## src/rtl/jtag_tap_pkg.sv

```systemverilog
package jtag_tap_pkg;

    // Command opcodes carried on cmd_op_i.
    typedef enum logic [2:0] {
        OP_RESET   = 3'd0,
        OP_RUN     = 3'd1,
        OP_IR      = 3'd2,
        OP_DR      = 3'd3,
        OP_SHIFT   = 3'd4,
        OP_COMMIT  = 3'd5,
        OP_BRINGUP = 3'd6
    } op_e;

    // Tracked navigation record.
    typedef enum logic [1:0] {
        NAV_RST    = 2'd0,
        NAV_COMMIT = 2'd1,
        NAV_RUN    = 2'd2,
        NAV_DATA   = 2'd3
    } nav_e;

    // Fixed TMS patterns, least significant bit is sent first.
    localparam logic [6:0] PAT_RESET = 7'b0011111;
    localparam logic [6:0] PAT_IR    = 7'b0000011;
    localparam logic [6:0] PAT_DR    = 7'b0000001;
    localparam logic [6:0] PAT_CLOSE = 7'b0000011;

endpackage

```

## src/rtl/jtag_tck_pulser.sv

```systemverilog
module jtag_tck_pulser #(
    parameter int HALF_PERIOD = 4
) (
    input  logic clk,
    input  logic rst_n,
    input  logic start_i,
    output logic tck_o,
    output logic rise_o,
    output logic fin_o,
    output logic busy_o
);
    localparam int CW = $clog2(HALF_PERIOD) + 1;

    typedef enum logic [1:0] {P_IDLE, P_PRE, P_HIGH, P_POST} ph_e;

    typedef struct packed {
        ph_e           ph;
        logic [CW-1:0] cnt;
        logic          tck;
    } pul_t;

    pul_t q, d;
    logic last;

    assign last   = (q.cnt == CW'(HALF_PERIOD - 1));
    assign rise_o = (q.ph == P_PRE)  && last;
    assign fin_o  = (q.ph == P_POST) && last;
    assign busy_o = (q.ph != P_IDLE);
    assign tck_o  = q.tck;

    always_comb begin
        d = q;
        unique case (q.ph)
            P_IDLE: begin
                if (start_i) begin
                    d.ph  = P_PRE;
                    d.cnt = '0;
                end
            end
            P_PRE: begin
                if (last) begin
                    d.ph  = P_HIGH;
                    d.cnt = '0;
                    d.tck = 1'b1;
                end else begin
                    d.cnt = q.cnt + 1'b1;
                end
            end
            P_HIGH: begin
                if (last) begin
                    d.ph  = P_POST;
                    d.cnt = '0;
                    d.tck = 1'b0;
                end else begin
                    d.cnt = q.cnt + 1'b1;
                end
            end
            default: begin
                if (last) begin
                    d.ph  = start_i ? P_PRE : P_IDLE;
                    d.cnt = '0;
                end else begin
                    d.cnt = q.cnt + 1'b1;
                end
            end
        endcase
    end

    always_ff @(posedge clk or negedge rst_n) begin
        if (!rst_n) begin
            q <= '0;
        end else begin
            q <= d;
        end
    end

    a_r7_rise_from_low: assert property (@(posedge clk) disable iff (!rst_n)
        rise_o |-> !tck_o);
    a_r7_fin_after_low: assert property (@(posedge clk) disable iff (!rst_n)
        fin_o |-> !tck_o);

endmodule

```

## src/rtl/jtag_cmd_plan.sv

```systemverilog
module jtag_cmd_plan
    import jtag_tap_pkg::*;
#(
    parameter int CNT_W        = 8,
    parameter int DW           = 32,
    parameter int CTR_W        = 8,
    parameter int BRINGUP_IDLE = 100
) (
    input  logic [2:0]       op_i,
    input  logic [CNT_W-1:0] len_i,
    input  nav_e             nav_i,
    output logic             close_o,
    output logic [2:0]       nav_len_o,
    output logic [6:0]       nav_pat_o,
    output logic [CTR_W-1:0] long_len_o,
    output logic             long_shift_o,
    output logic             release_o,
    output logic             hold_rst_o,
    output nav_e             nav_o
);
    logic closes;

    always_comb begin
        closes = (op_i == OP_RUN) || (op_i == OP_IR) ||
                 (op_i == OP_DR)  || (op_i == OP_COMMIT);
        close_o      = closes && (nav_i == NAV_DATA);
        nav_len_o    = 3'd0;
        nav_pat_o    = 7'd0;
        long_len_o   = '0;
        long_shift_o = (op_i == OP_SHIFT);
        release_o    = (op_i == OP_BRINGUP);
        hold_rst_o   = (op_i == OP_RESET) || (op_i == OP_BRINGUP);
        nav_o        = nav_i;
        case (op_i)
            OP_RESET: begin
                nav_len_o = 3'd7;
                nav_pat_o = PAT_RESET;
                nav_o     = NAV_RST;
            end
            OP_BRINGUP: begin
                nav_len_o  = 3'd7;
                nav_pat_o  = PAT_RESET;
                long_len_o = CTR_W'(BRINGUP_IDLE);
                nav_o      = NAV_RUN;
            end
            OP_IR: begin
                nav_len_o = 3'd3;
                nav_pat_o = PAT_IR;
                nav_o     = NAV_DATA;
            end
            OP_DR: begin
                nav_len_o = 3'd2;
                nav_pat_o = PAT_DR;
                nav_o     = NAV_DATA;
            end
            OP_RUN: begin
                long_len_o = CTR_W'(len_i);
                nav_o      = NAV_RUN;
            end
            OP_SHIFT: begin
                if (CTR_W'(len_i) > CTR_W'(DW)) begin
                    long_len_o = CTR_W'(DW);
                end else begin
                    long_len_o = CTR_W'(len_i);
                end
            end
            OP_COMMIT: begin
                if (nav_i == NAV_DATA) begin
                    nav_o = NAV_COMMIT;
                end
            end
            default: begin
                nav_o = nav_i;
            end
        endcase
    end

endmodule

```

## src/rtl/jtag_tap_master.sv

```systemverilog
module jtag_tap_master
    import jtag_tap_pkg::*;
#(
    parameter int HALF_PERIOD  = 4,
    parameter int CNT_W        = 8,
    parameter int DW           = 32,
    parameter int BRINGUP_IDLE = 100
) (
    input  logic             clk,
    input  logic             rst_n,
    input  logic             cmd_valid_i,
    output logic             cmd_ready_o,
    input  logic [2:0]       cmd_op_i,
    input  logic [CNT_W-1:0] cmd_len_i,
    input  logic [DW-1:0]    cmd_wdata_i,
    output logic             done_o,
    output logic [DW-1:0]    rdata_o,
    output logic             tck_o,
    output logic             tms_o,
    output logic             tdi_o,
    output logic             trst_n_o,
    input  logic             tdo_i
);
    localparam int IDLE_W = $clog2(BRINGUP_IDLE + 1);
    localparam int LEN_W  = (CNT_W > $clog2(DW + 1)) ? CNT_W : $clog2(DW + 1);
    localparam int CTR_W  = (IDLE_W > LEN_W) ? IDLE_W : LEN_W;
    localparam int IW     = (DW > 1) ? $clog2(DW) : 1;

    // Stage order inside one command: close, navigate, long run or shift, finish.
    localparam logic [1:0] STG_CLOSE = 2'd0;
    localparam logic [1:0] STG_NAV   = 2'd1;
    localparam logic [1:0] STG_LONG  = 2'd2;

    typedef struct packed {
        logic             busy;
        logic [1:0]       stg;
        logic             loaded;
        logic [CTR_W-1:0] rem;
        logic [6:0]       tmsp;
        logic [DW-1:0]    tdisr;
        logic [DW-1:0]    cap;
        logic [IW-1:0]    cidx;
        logic             tms;
        logic             tdi;
        logic             trst_n;
        nav_e             nav;
        logic             done;
        logic             close;
        logic [2:0]       nlen;
        logic [6:0]       npat;
        logic [CTR_W-1:0] llen;
        logic             lshift;
        logic             rel;
    } ctl_t;

    ctl_t q, d;

    logic             p_close, p_lshift, p_rel, p_hold;
    logic [2:0]       p_nlen;
    logic [6:0]       p_npat;
    logic [CTR_W-1:0] p_llen;
    nav_e             p_nav;
    logic             start, pul_rise, pul_fin, pul_busy, slot_free;

    jtag_cmd_plan #(
        .CNT_W        (CNT_W),
        .DW           (DW),
        .CTR_W        (CTR_W),
        .BRINGUP_IDLE (BRINGUP_IDLE)
    ) u_plan (
        .op_i         (cmd_op_i),
        .len_i        (cmd_len_i),
        .nav_i        (q.nav),
        .close_o      (p_close),
        .nav_len_o    (p_nlen),
        .nav_pat_o    (p_npat),
        .long_len_o   (p_llen),
        .long_shift_o (p_lshift),
        .release_o    (p_rel),
        .hold_rst_o   (p_hold),
        .nav_o        (p_nav)
    );

    jtag_tck_pulser #(
        .HALF_PERIOD (HALF_PERIOD)
    ) u_pulser (
        .clk     (clk),
        .rst_n   (rst_n),
        .start_i (start),
        .tck_o   (tck_o),
        .rise_o  (pul_rise),
        .fin_o   (pul_fin),
        .busy_o  (pul_busy)
    );

    assign slot_free = !pul_busy || pul_fin;

    always_comb begin
        d      = q;
        d.done = 1'b0;
        start  = 1'b0;
        if (!q.busy) begin
            if (cmd_valid_i) begin
                d.busy   = 1'b1;
                d.stg    = STG_CLOSE;
                d.loaded = 1'b0;
                d.close  = p_close;
                d.nlen   = p_nlen;
                d.npat   = p_npat;
                d.llen   = p_llen;
                d.lshift = p_lshift;
                d.rel    = p_rel;
                d.nav    = p_nav;
                d.tdisr  = cmd_wdata_i;
                d.cap    = '0;
                d.cidx   = '0;
                if (p_hold) begin
                    d.trst_n = 1'b0;
                    d.tdi    = 1'b1;
                end else begin
                    d.trst_n = 1'b1;
                end
            end
        end else if (!q.loaded) begin
            d.loaded = 1'b1;
            case (q.stg)
                STG_CLOSE: begin
                    d.rem  = q.close ? CTR_W'(2) : '0;
                    d.tmsp = PAT_CLOSE;
                end
                STG_NAV: begin
                    d.rem  = CTR_W'(q.nlen);
                    d.tmsp = q.npat;
                end
                STG_LONG: begin
                    d.rem  = q.llen;
                    d.tmsp = '0;
                    if (q.rel) begin
                        d.trst_n = 1'b1;
                    end
                end
                default: begin
                    d.busy   = 1'b0;
                    d.loaded = 1'b0;
                    d.done   = 1'b1;
                end
            endcase
        end else if (slot_free) begin
            if (q.rem != '0) begin
                start  = 1'b1;
                d.tms  = q.tmsp[0];
                d.tmsp = q.tmsp >> 1;
                d.rem  = q.rem - 1'b1;
                if ((q.stg == STG_LONG) && q.lshift) begin
                    d.tdi   = q.tdisr[0];
                    d.tdisr = q.tdisr >> 1;
                end
            end else begin
                d.stg    = q.stg + 2'd1;
                d.loaded = 1'b0;
            end
        end
        if (pul_rise && (q.stg == STG_LONG) && q.lshift) begin
            d.cap[q.cidx] = tdo_i;
            d.cidx        = q.cidx + 1'b1;
        end
    end

    always_ff @(posedge clk or negedge rst_n) begin
        if (!rst_n) begin
            q     <= '0;
            q.tdi <= 1'b1;
            q.nav <= NAV_RST;
        end else begin
            q <= d;
        end
    end

    assign cmd_ready_o = !q.busy;
    assign done_o      = q.done;
    assign rdata_o     = q.cap;
    assign tms_o       = q.tms;
    assign tdi_o       = q.tdi;
    assign trst_n_o    = q.trst_n;

    a_r7_pins_hold_high: assert property (@(posedge clk) disable iff (!rst_n)
        tck_o |-> ($stable(tms_o) && $stable(tdi_o)));
    a_r10_idle_clock_low: assert property (@(posedge clk) disable iff (!rst_n)
        cmd_ready_o |-> !tck_o);
    a_r10_done_single: assert property (@(posedge clk) disable iff (!rst_n)
        done_o |=> !done_o);
    a_r9_trst_rise_low: assert property (@(posedge clk) disable iff (!rst_n)
        $rose(trst_n_o) |-> !tck_o);
    a_r6_shift_tms_low: assert property (@(posedge clk) disable iff (!rst_n)
        (pul_rise && (q.stg == STG_LONG)) |-> !tms_o);

endmodule

```

## config.mk

```make
export PLATFORM = sky130hd
export DESIGN_NAME = jtag_tap_master
export DESIGN_NICKNAME = d
export VERILOG_FILES = /design/src/rtl/jtag_tap_pkg.sv /design/src/rtl/jtag_tck_pulser.sv /design/src/rtl/jtag_cmd_plan.sv /design/src/rtl/jtag_tap_master.sv
export SDC_FILE = /design/constraint.sdc
export NUM_CORES = 1
export LEC_CHECK = 0
export ABC_AREA = 1
export CORE_MARGIN = 2
export CORE_UTILIZATION = 31
export DETAILED_ROUTE_END_ITERATION = 8
export DONT_BUFFER_PORTS = 1
export PLACE_DENSITY = 0.5
export SLEW_MARGIN = 5
export SYNTH_ARGS = -nofsm -noshare
export SYNTH_HDL_FRONTEND = slang
export SYNTH_HIERARCHICAL = 1
export SYNTH_SLANG_ARGS = --single-unit
export TNS_END_PERCENT = 20
```

## constraint.sdc

```tcl
create_clock -name clk -period 2 [get_ports clk]
set_input_delay 0.4 -clock clk [delete_from_list [all_inputs] [get_ports clk]]
set_output_delay 0.4 -clock clk [all_outputs]
set_load 0.01 [all_outputs]
```

# After elaboration in Yosys (flattened, before gate mapping)
# Index checks and enable logic that the tools add are counted.
# W data, S select, Z words.
# totals
elab_cells,153
ff_bits,121
# op_classes
magnitude_cmp,3
reduce_logical,41
mux,54
bitwise,1
n_eq_ne,28
addsub,4
# ops
operator,n
$mux W32,3
$mux W37,2
$mux W69,1
$mux W50,1
$mux W47,1
$pmux W15 S3,1
$bwmux W32,1
$pmux W5 S3,2
$pmux W8 S3,1
$reduce_and A4 Y1,6
$mux W1,22
$ne A2 B1 Y1 const B,10
$mux W16,1
$mux W2,7
$mux W4,3
$reduce_bool A2 Y1,6
$ne A2 B2 Y1 const B,5
$eq A3 B2 Y1 const B,3
$eq A3 B3 Y1 const B,3
$pmux W3 S3,1
$eq A2 B2 Y1 const B,4
$gt A8 B6 Y1 const B,1
$mux W8,1
$pmux W2 S4,1
26 further kinds,44

# Logic depth before layout (Yosys ltp)
# Gate-level depths: netlist (run 1).
# depth
word_depth,9
ltp_mapped,13
mapped_depth_nobuf,12

# By module
# The synthesis (run 1) kept the hierarchy.
# modules_own_cells
mod,instances,area_each_um2,seq_area_each_um2,cells_each
jtag_tap_master,1,5952.0,2879.0,772
jtag_tck_pulser,1,441.7,150.1,56
jtag_cmd_plan,1,306.5,0.0,62

# Least setup slack after synthesis (run 1)
# No wires, ideal clock.
# synth_timing
path_type,register -> register
startpoint,register u_pulser/q[1] in the netlist's numbering
endpoint,register u_pulser/q[1] in the netlist's numbering
path_buffers,1
t_arrival_ns,1.750
setup_ns,0.119
stages_incl_launch_ff,12
t_required_ns,1.881
setup_slack_ns,0.131
cell_sequence,dfrtp_1 ha_1 nand2_1 nor2_1 nor2_2 nor2_1 nand2_1 inv_1 or2_1 buf_6 nand3_1 o21ai_2
# synth_via
elab_chain_cells,7
word_cells_on_any_way,10
classes_between,1 x add/sub; 2 x eq/ne; 5 x mux; 2 x reduce/logical
# synth_lines
element,line_no,text
from (decl),jtag_tck_pulser.sv:22,"pul_t q, d;"
from (signal assigned),jtag_tck_pulser.sv:71,q <= '0;
from (signal assigned),jtag_tck_pulser.sv:73,q <= d;
$eq A3 B2 Y1,jtag_tck_pulser.sv:25,assign last = (q.cnt == CW'(HALF_PERIOD - 1));
$logic_and A1 B1 Y1,jtag_tck_pulser.sv:27,assign fin_o = (q.ph == P_POST) && last;
named net pul_fin,jtag_tap_master.sv:63,"logic start, pul_rise, pul_fin, pul_busy, slot_free;"
$logic_or A1 B1 Y1,jtag_tap_master.sv:96,assign slot_free = !pul_busy || pul_fin;
$mux W1,jtag_tap_master.sv:148,end else if (slot_free) begin
$mux W1,jtag_tap_master.sv:124,end else if (!q.loaded) begin
$mux W1,jtag_tap_master.sv:102,if (!q.busy) begin
named net start,jtag_tap_master.sv:63,
$ne A2 B1 Y1 (no source line),-,
# The timed path passes the listed nets, and every way through them passes these cells.
# A chain may end at the register's enable or synchronous reset.

# Final worst setup path (run 1)
# layout_timing
startpoint,register u_pulser/q[4] in the netlist's numbering
endpoint,register q (netlist bit tdi_o)
# layout_via
elab_chain_cells,5
word_cells_on_any_way,7
classes_between,2 x eq/ne; 5 x reduce/logical
# layout_lines
element,line_no,text
$reduce_bool A2 Y1,jtag_tck_pulser.sv:28,assign busy_o = (q.ph != P_IDLE);
named net pul_busy,jtag_tap_master.sv:63,
$logic_not A1 Y1,jtag_tap_master.sv:96,
$logic_or A1 B1 Y1,jtag_tap_master.sv:96,
$ne A2 B1 Y1 (no source line),-,
$reduce_and A6 Y1 (no source line),-,
to (decl),jtag_tap_master.sv:56,"ctl_t q, d;"
# The timed path passes the listed nets, and every way through them passes these cells.

==> impl_metrics.toml, run 1 <==
[setup_path]
critical_path_buf_inv_count = 5
cp_cell_sequence = "inv_1, ha_1, inv_1, inv_1, nor2_4, buf_6, a22oi_4, buf_4, nand3_1, nand2_1, nand2_1"
worstSetupEndpointType = "flop"
worstSetupPathType = "reg2reg"
cp_data_arrival_time_ns = 2.21
delay_of_the_slowest_cell_on_the_worst_path_ns = 0.43
timing.critical_path.max_delay_family = "buffers and inverters"
worstPathRequired_ns = 2.35
crit_path_max_fanout = 12
dominant_cell_type_by_count_on_the_critical_path = "inv_1"
critPathLaunchType = "flop"
critPathSlowestCell = "dfrtp_2"

[power_and_ir_drop]
power_frac_clock = 0.355
p_leak_uw = 0.003605
p_comb_frac = 0.287
areal_power_density_over_the_cells_nw_per_um2 = 1212
sw_frac_of_total = 0.3530
fin_total_pwr_uw = 8960
power.ir.vdd_worst_mv = 0.7750
cellInternalPower_uw = 5797
net-switching-power_uw = 3163
seqPwrFrac = 0.358

[global_route]
global_route.usage.total = 0.1444
grt_start_max_net_pins = 122
grt-busiest-layer = "met2"
gr-total-overflow = 0
initial_antenna_violation_count = 0
first_global_vias = 5087
met1_track_usage_gr = 0.1911
first_pass_grt_wire_length_mm = 25.99
grt.met2_usage = 0.2268
gr-usage-met3 = 0.03946

[sta]
maxSlewHeadroom = 0.5920
fin_tns_setup_ns = 0
maxClockFrequency_mhz = 538.7
final_max_slew_viol_count = 0
period_share = 0.9282
holdWs_ns = -0.3084
finalHoldViolations = 121
finClkSkew_ns = 0.01724
finalCriticalPeriod_ns = 1.856
setup_repair_after_global_routing_missed_its_margin = "yes"
setup-violations-final = 0
worst-slew-pin-transition_ns = 0.6110

[detailed_routing]
residual_drc = 0
routed_via_density = 4.638
wl_per_cell_um = 13.81
drt_iter0_drc = 282
route.antenna.remaining_nets = 0
drt_wirelength_mm = 15.77
detailed_routing_iteration_count_for_the_pre_antenna_repair_pass = 4
detailroute.via_count = 5297

[status]
run_status = "finished, violations left"
violations = "negative hold slack"

[clock_tree]
cts_buffers = 17
cts.htree.levels = 4
postCtsSetupRepairBufs = 0
cts.root.buffer_cell = "clkbuf_16"
clockBufferDepth = 2
cts.clk_slew.worst_paths_ns = 0.06
clock_sinks = 121
clock_latency_ns = 0.42
cts_tree = "yes"

[synthesis]
synth-seq-area-share = 0.4521
yosys_warnings = 6
dominantRegCellSynth = "dfrtp_1"
share_of_flip_flops_with_an_asynchronous_set_or_reset = 1.000
synthesis.instances = 890
post_synth.cell_area_avg_um2 = 7.528
yosysUniqueCellTypes = 37
postSynthRegisterBits = 121
syn-cell-area_um2 = 6700
synth_edf_count = 0

[placement]
place.detailed.hpwl_mm = 10.44
port-buffer-count = 0
finalWeightedCongestion = 0.7750
dp.cells = 1109

[layout]
commonest_non_fill_non_tap_cell_in_the_layout = "nand2_1"
drive_above_1_share = 0.1038
insertedDiodeCount = 0
syn2layout_area_growth_pct = 10.35
layout.core_utilization = 0.3506
finish.cell_count_without_fillers = 1142
final_nets = 918
final_cell_mix = "nand2_1 (360), dfrtp_1 (119), nand3_1 (84), o21ai_0 (73), inv_1 (49)"

[job]
maxCapViolCount = 0

[floorplan]
fp.dieH_um = 151.0
floorplan.io_pins = 85
fp.dieArea_um2 = 22810
floorplan.core_area_um2 = 21090
num_rows = 53
initial_core_utilization = 0.3177
die_width_um = 151.0

[hold_path]
holdCritPathClass = "in2async"
-- final timing paths --
check	cells past startpoint	endpoint	from	slack, ns
max	11	tdi_o	u_pulser/q[4]	0.14
min	0	rdata_o[11]	rst_n	-0.31
max reg2reg	11	tdi_o	u_pulser/q[4]	0.14
min reg2reg	2	q[95]	q[95]	0.47
max in group asynchronous	0	tdi_o	rst_n	2.06
min in group clk	2	q[95]	cmd_wdata_i[31]	0.10
-- layer usage --
layer,part of all wire,routed length (um)
met1,0.47,7473
met2,0.47,7343
met3,0.047,746
met4,0.013,201
met5,0,0
-- state kept, by name, indices dropped and copies added, names as in the netlist --
name            flops
q                  79
rdata_o            32
u_pulser/q          5
done_o              1
tdi_o               1
tms_o               1
trst_n_o            1
u_pulser/tck_o      1
-- power groups by stage --
stage / Sequential (uW) / Clock (uW) / Combinational (uW)
final: 3210 / 3180 / 2570
after global routing: 3280 / 3390 / 2960
after CTS: 3220 / 3250 / 2540
after detailed placement: 3260 / 0 / 2540
after global placement: 3260 / 0 / 2500
after floorplan: 3090 / 0 / 2080
-- kinds of logic after synthesis --
logic type,share of synthesized area
XOR/XNOR,0.001307
other,0.0005597
AND/OR/NAND/NOR,0.3145
adder cells (fa/ha/maj),0.03175
buffers and inverters,0.1085
AO/OA/AOI/OAI,0.09132
flip-flops,0.4521
-- layout make-up --
class,instances,area (um2)
clock buffers,19,442.9
flip-flops and latches,121,3030
multi-input cells,634,2982
repair buffers,21,203.9
inverters,59,221.5
well taps,275,344.1
clock inverters,13,168.9
fillers,2241,13690
-- cell usage after synthesis (7+ instances only) --
| library cell | number | area (um2) |
|---|---|---|
| nor2_1 | 32 | 120.1 |
| inv_2 | 8 | 30.03 |
| nor2_2 | 7 | 43.79 |
| o21ai_1 | 9 | 45.04 |
| dfrtp_1 | 120 | 3003 |
| a21oi_1 | 11 | 55.05 |
| nand3_1 | 84 | 420.4 |
| clkbuf_1 | 7 | 26.28 |
| nand2_1 | 360 | 1351 |
| buf_2 | 17 | 85.08 |
| ha_1 | 17 | 212.7 |
| o21ai_0 | 73 | 365.4 |
| inv_1 | 50 | 187.7 |
| buf_4 | 50 | 375.4 |
-- stage by stage --
step | setup WS (ns) | area, um2
2_1_floorplan | 0.1310 | 6704
3_3_place_gp | 0.1122 | 6730
3_5_place_dp | 0.08587 | 6730
4_1_cts | 0.07075 | 7342
5_1_grt | 0.001489 | 7393
6_report | 0.1437 | 7393
-- repair_timing --
item	in CTS	in global routing
resized for setup	0	11
endpoints found under the setup margin	0	76
hold endpoints to repair	121	121
(Power assumes the default switching activity.)
==> inputs of run 2 (changes only) <==
Settings changed: ABC_AREA 1 to unset, MAX_ROUTING_LAYER set to met4, SETUP_SLACK_MARGIN set to 0.4.
==> run 2 against run 1 <==
The flow still finishes with violations (negative hold slack). Fmax is 2.2% lower. Critical endpoint is now rdata_o[4]. Clock skew is 0.0065 ns lower. Critical path depth is 3 lower. First-iteration DRC count is 20% higher. Synthesized cell count is 24% lower. Highest routed layer unchanged. Non-clock buffer count is 29 higher. Global-route usage is 0.58 points higher. Total power is 29% higher.
==> impl_metrics.toml, run 2 <==
[setup_path]
r2r_setup_slack_ns = 0.10
worstSetupEndpointType = "flop"
critPathSlowestCell = "dfrtp_1"
cp_data_arrival_time_ns = 2.22
worstSetupPathType = "reg2reg"
endpoint = "rdata_o[4]"
critPathLaunchType = "flop"
destination_of_the_worst_register_to_register_timing_path = "rdata_o[4]"
crit_path_max_fanout = 7
worstPathRequired_ns = 2.32
cp_cell_sequence = "ha_2, nor2b_4, buf_6, and2_4, and3_4, nand2_4, bufbuf_16, o31ai_2"
delay_of_the_slowest_cell_on_the_worst_path_ns = 0.36
rr_startpoint = "u_pulser/q[1]"
timing.critical_path.from = "u_pulser/q[1]"
worstRegToRegCells = 8

[global_route]
first_pass_grt_wire_length_mm = 25.59
first_global_vias = 4885
grt_start_max_net_pins = 122
global_route.usage.total = 0.1502
gr-total-overflow = 0
initial_antenna_violation_count = 0

[status]
violations = "negative hold slack"
run_status = "finished, violations left"

[synthesis]
post-synth-top-count-cell = "nand2_1"
synthesis.instances = 676
postSynthRegisterBits = 121
synth-seq-area-share = 0.4658
dominantRegCellSynth = "dfrtp_1"
synth_edf_count = 0
cell_types_with_the_highest_counts_after_synthesis = "nand2_1 (133), dfrtp_1 (120), buf_4 (43)"
synthDominantCellAreaShare = 0.4617
syn-cell-area_um2 = 6504
synth_top_cell_by_area = "dfrtp_1"
post_synth.cell_area_avg_um2 = 9.621
yosysUniqueCellTypes = 68
yosys_warnings = 6
synthTopCellsByArea = "dfrtp_1 (46%), nand2_1 (7.7%), buf_4 (5.0%)"
share_of_flip_flops_with_an_asynchronous_set_or_reset = 1.000

[floorplan]
fp.dieH_um = 148.8
floorplan.core_area_um2 = 20430
floorplan.io_pins = 85
die_width_um = 148.8
initial_core_utilization = 0.3183
fp.dieArea_um2 = 22150
num_rows = 52

[sta]
maxSlewHeadroom = 0.6185
finalCriticalPeriod_ns = 1.898
setup_repair_after_global_routing_missed_its_margin = "yes"
maxClockFrequency_mhz = 526.8
holdWs_ns = -0.3289
final_max_slew_viol_count = 0
worst-slew-pin-transition_ns = 0.5723
setup-violations-final = 0
finClkSkew_ns = 0.01072
period_share = 0.9491
finalHoldViolations = 121
fin_tns_setup_ns = 0

[hold_path]
holdCritPathClass = "in2async"

[placement]
placed_area_um2 = 6756
finalWeightedCongestion = 0.8221
place.detailed.hpwl_mm = 10.20
port-buffer-count = 0

[clock_tree]
cts.root.buffer_cell = "clkbuf_16"
cts_tree = "yes"
clock_sinks = 121
cts.htree.levels = 4
clockBufferDepth = 2
clock_latency_ns = 0.42
cts_buffers = 17
cts.clk_slew.worst_paths_ns = 0.06

[power_and_ir_drop]
cellInternalPower_uw = 7307
power_frac_clock = 0.239
areal_power_density_over_the_cells_nw_per_um2 = 1507
power.ir.vdd_worst_mv = 0.7034
p_leak_uw = 0.003307
p_comb_frac = 0.402
sw_frac_of_total = 0.3695
net-switching-power_uw = 4283
seqPwrFrac = 0.359

[detailed_routing]
routed-wl-met2_mm = 7.507
route.antenna.remaining_nets = 0
drt_iter0_drc = 339
detailed_routing_iteration_count_for_the_pre_antenna_repair_pass = 4
drt_wirelength_mm = 15.62
route.layer.met1.wl_mm = 7.014
residual_drc = 0
detailroute.via_count = 4848
topRoutingLayerUsed = "met4"
wl_per_cell_um = 16.63
routed_via_density = 5.163
dr_wl_met3_um = 891

[layout]
finish.instance_area_um2 = 7691
final_cell_mix = "nand2_1 (129), dfrtp_1 (120), o22ai_1 (35), buf_4 (33), o211ai_1 (32)"
insertedDiodeCount = 0
largest_register = "q"
commonest_non_fill_non_tap_cell_in_the_layout = "nand2_1"
drive_above_1_share = 0.2317
syn2layout_area_growth_pct = 18.26
largest_register_ffs = 79
final_nets = 720
fill_cells = 2057

[job]
maxCapViolCount = 0
run 2: cell types whose count changed after synthesis, moves of 8 or more:
cell / previous run / this run
nand2_1: 360 / 133
nand3_1: 84 / 6
o21ai_0: 73 / 20
inv_1: 50 / 14
a2bb2oi_1: 0 / 32
o22ai_1: 3 / 35
o211ai_1: 3 / 32
o31ai_1: 1 / 29
clkbuf_1: 7 / 25
mux2_2: 0 / 10
nand2b_1: 0 / 9
nor2_1: 32 / 23
inv_2: 8 / 0
run 2: layout make-up:
type / count / area [um2] / area share
clock inverter: 8 / 50.05 / 0.006507
timing repair buffer: 50 / 573.1 / 0.07451
tap: 270 / 337.8 / 0.04392
multi-input combinational: 452 / 3167 / 0.4117
inverter: 14 / 52.55 / 0.006833
clock buffer: 24 / 481.7 / 0.06263
sequential: 121 / 3029 / 0.3939
run 2: power by group through the flow:
stage	sequential [uW]	combinational (uW)	clock, uW
finish	4160	4660	2770
floorplan	3810	3310	0
global route	4300	5150	2950
global placement	4150	4030	0
detailed placement	4170	4130	0
CTS	4140	4490	2840
run 2: metal layers:
metal	vias up	global-route usage
met5	-	-
met4	0	0.04857
met3	14	0.04251
met2	112	0.2340
met1	2362	0.1896
li1	2360	-
run 2: cells by family (layout without fill, tap and decap cells):
family | count (synthesis) | after routing | share of synthesized area
flip-flops | 121 | 121 | 0.4658
other | 1 | 2 | 0.0005766
AO/OA/AOI/OAI | 195 | 195 | 0.2207
AND/OR/NAND/NOR | 221 | 221 | 0.1606
XOR/XNOR | 2 | 2 | 0.002694
multiplexers | 15 | 15 | 0.02578
buffers and inverters | 104 | 96 | 0.09119
adder cells (fa/ha/maj) | 17 | 17 | 0.03270
run 2: critical path: cells and delay by family, from the launching register on:
kind | cells | cell delay (ns)
adder cells (fa/ha/maj) | 1 | 0.19
AO/OA/AOI/OAI | 1 | 0.23
flip-flops | 1 | 0.36
AND/OR/NAND/NOR | 4 | 0.62
buffers and inverters | 2 | 0.38
run 2: how the worst min path moves through the flow:
stage                     start          end  slack (ns)
after floorplan           rst_n       done_o        0.10
after global placement    rst_n  rdata_o[17]        0.11
after detailed placement  rst_n  rdata_o[16]        0.11
after CTS                 rst_n  rdata_o[17]       -0.35
after global routing      rst_n   rdata_o[9]       -0.36
final                     rst_n  rdata_o[16]       -0.33
run 2: what timing repair did:
action | CTS | global route
endpoints found under the setup margin | 95 | 96
gates resized for setup | 20 | 33
cloned | 2 | 0
setup buffers | 12 | 2
hold endpoints to repair | 121 | 121
pin swaps | 11 | 8
run 2: through the flow:
stage	power [uW]	instances	hold slack, ns	setup slack, ns	util
floorplan	7119	677	0.1044	0.09615	-
global placement	8182	891	0.1076	0.09329	0.3307
detailed placement	8302	891	0.1072	0.02963	0.3307
CTS	11480	937	-0.3494	0.1275	0.3690
global route	12400	939	-0.3553	0.02502	0.3765
finish	11590	939	-0.3289	0.1019	0.3765
==> inputs of run 3 (changes only) <==
--- a/config.mk
+++ b/config.mk
@@ -8,4 +8,5 @@
 export CORE_MARGIN = 2
 export CORE_UTILIZATION = 31
+export CTS_CLUSTER_DIAMETER = 60
 export DETAILED_ROUTE_END_ITERATION = 8
 export DONT_BUFFER_PORTS = 1
==> constraint.sdc (replaced) <==
create_clock -name clk -period 2 [get_ports clk]
set_input_delay 0.2 -clock clk [delete_from_list [all_inputs] [get_ports clk]]
set_output_delay 0.2 -clock clk [all_outputs]
set_load 0.01 [all_outputs]
==> run 3 against run 2 <==
The flow still finishes with violations (negative hold slack). Fmax barely moved. Clock skew fell by 0.00077 ns. Worst setup slack barely moved. First-iteration DRC count rose by 10%. Sequential cell count did not move. Routed wire length rose by 0.78%. Non-clock buffer count rose by 23. Clock power barely moved. Design area rose by 3.1%. Critical path depth did not move. Clock-buffer cell count did not move. Global-route usage rose by 0.24 points. Largest cell class unchanged. Highest routed layer unchanged.
==> impl_metrics.toml, run 3 (synthesis gave the netlist of run 2 again) <==
[status]
run_status = "finished, violations left"
violations = "negative hold slack"

[power_and_ir_drop]
power.ir.vdd_worst_mv = 0.7040
areal_power_density_over_the_cells_nw_per_um2 = 1468
fin_total_pwr_uw = 11640
p_leak_uw = 0.003405

[layout]
seqCellArea_um2 = 3029
final_nets = 743
commonest_non_fill_non_tap_cell_in_the_layout = "nand2_1"
largest_register_ffs = 79
syn2layout_area_growth_pct = 21.89
largest_register = "q"
drive_above_1_share = 0.2254
fill_cells = 2042
multiInputGateArea_um2 = 3173
insertedDiodeCount = 0
final_cell_mix = "nand2_1 (129), dfrtp_1 (120), o22ai_1 (35), buf_4 (33), o211ai_1 (32)"

[sta]
maxSlewHeadroom = 0.6119
worst-slew-pin-transition_ns = 0.5821
finClkSkew_ns = 0.009953
finalHoldViolations = 121
final_max_slew_viol_count = 0
setup_repair_after_global_routing_missed_its_margin = "yes"
finalCriticalPeriod_ns = 1.899
maxClockFrequency_mhz = 526.7
holdWs_ns = -0.5280
fin_tns_setup_ns = 0
period_share = 0.9493
setup-violations-final = 0

[setup_path]
worstSetupEndpointType = "flop"
r2r_setup_slack_ns = 0.10
destination_of_the_worst_register_to_register_timing_path = "rdata_o[4]"
worstSetupPathType = "reg2reg"
rr_startpoint = "u_pulser/q[1]"
cp_data_arrival_time_ns = 2.22
worstRegToRegCells = 8
critPathLaunchType = "flop"
crit_path_max_fanout = 7
worstPathRequired_ns = 2.32

[clock_tree]
cts.clk_slew.worst_paths_ns = 0.06
cts.htree.levels = 4
cts_tree = "yes"
cts_buffers = 17
clockBufferDepth = 2
clock_sinks = 121
clock_latency_ns = 0.42
cts.root.buffer_cell = "clkbuf_16"

[floorplan]
floorplan.io_pins = 85
floorplan.core_area_um2 = 20430
fp.dieArea_um2 = 22150
num_rows = 52
die_width_um = 148.8
fp.dieH_um = 148.8
initial_core_utilization = 0.3183

[detailed_routing]
detailroute.via_count = 4997
detailed_routing_iteration_count_for_the_pre_antenna_repair_pass = 5
route.antenna.remaining_nets = 0
routed_via_density = 5.194
drt_iter0_drc = 374
residual_drc = 0
drt_wirelength_mm = 15.74
wl_per_cell_um = 16.36

[global_route]
grt_start_max_net_pins = 122
global_route.usage.total = 0.1527
gr-total-overflow = 0
first_global_vias = 5000
first_pass_grt_wire_length_mm = 26.01
initial_antenna_violation_count = 0

[placement]
port-buffer-count = 0
finalWeightedCongestion = 0.8221
place.detailed.hpwl_mm = 10.20

[hold_path]
holdCritPathClass = "in2async"

[job]
maxCapViolCount = 0
==> run 3: changes by cell type in the layout (fill, tap and decap cells not counted), sizes merged <==
cell,change
dlygate4sd3,+23
==> run 3: how the worst max path moves through the flow <==
stage / startpoint / to / slack, ns / cells past startpoint
floorplan: q[103] / q[100] / 0.1 / 7
global placement: u_pulser/q[5] / q[108] / 0.09 / 7
detailed placement: u_pulser/q[2] / rdata_o[16] / 0.03 / 9
CTS: q[104] / q[101] / 0.13 / 7
global route: u_pulser/q[1] / q[108] / 0.03 / 7
finish: u_pulser/q[1] / rdata_o[4] / 0.10 / 8
==> run 3: critical path, stage by stage (launching register included) <==
cell and delay, ns:
dfrtp_1 0.36, ha_2 0.19, nor2b_4 0.15, buf_6 0.10
and2_4 0.15, and3_4 0.24, nand2_4 0.08, bufbuf_16 0.28
o31ai_2 0.23
==> run 3: per-stage QoR <==
stage | utilization | area (um2) | setup WS [ns] | instances | hold slack [ns]
final | 0.3880 | 7928 | 0.1014 | 962 | -0.5280
after global routing | 0.3880 | 7928 | 0.02502 | 962 | -0.5553
after CTS | 0.3798 | 7759 | 0.1275 | 959 | -0.5494
after detailed placement | 0.3307 | 6756 | 0.02963 | 891 | -0.09285
after global placement | 0.3307 | 6756 | 0.09329 | 891 | -0.09244
after floorplan | - | 6623 | 0.09615 | 677 | -0.09559
==> run 3: cell type report <==
cell class	count	share of cell area
tap	270	0.04261
clock inverter	8	0.006313
multi-input combinational	452	0.4003
timing repair buffer	73	0.1013
clock buffer	24	0.06076
inverter	14	0.006629
sequential	121	0.3821
==> run 3: repair_timing <==
item	in CTS	in global routing
pin swaps	11	8
endpoints found under the hold margin	154	122
gates resized for setup	20	34
setup endpoints to repair	94	95
hold buffers	22	1
setup buffers	12	2
cloned	2	0
==> run 3: power breakdown <==
group	internal [uW]	switching, uW
Sequential	3320	849
Combinational	2360	2350
Clock	1670	1100
==> run 3: metal layers <==
layer	GRT usage	wire, um
met1	0.1942	7095
met2	0.2363	7630
met3	0.04220	834
met4	0.05000	180
met5	-	0
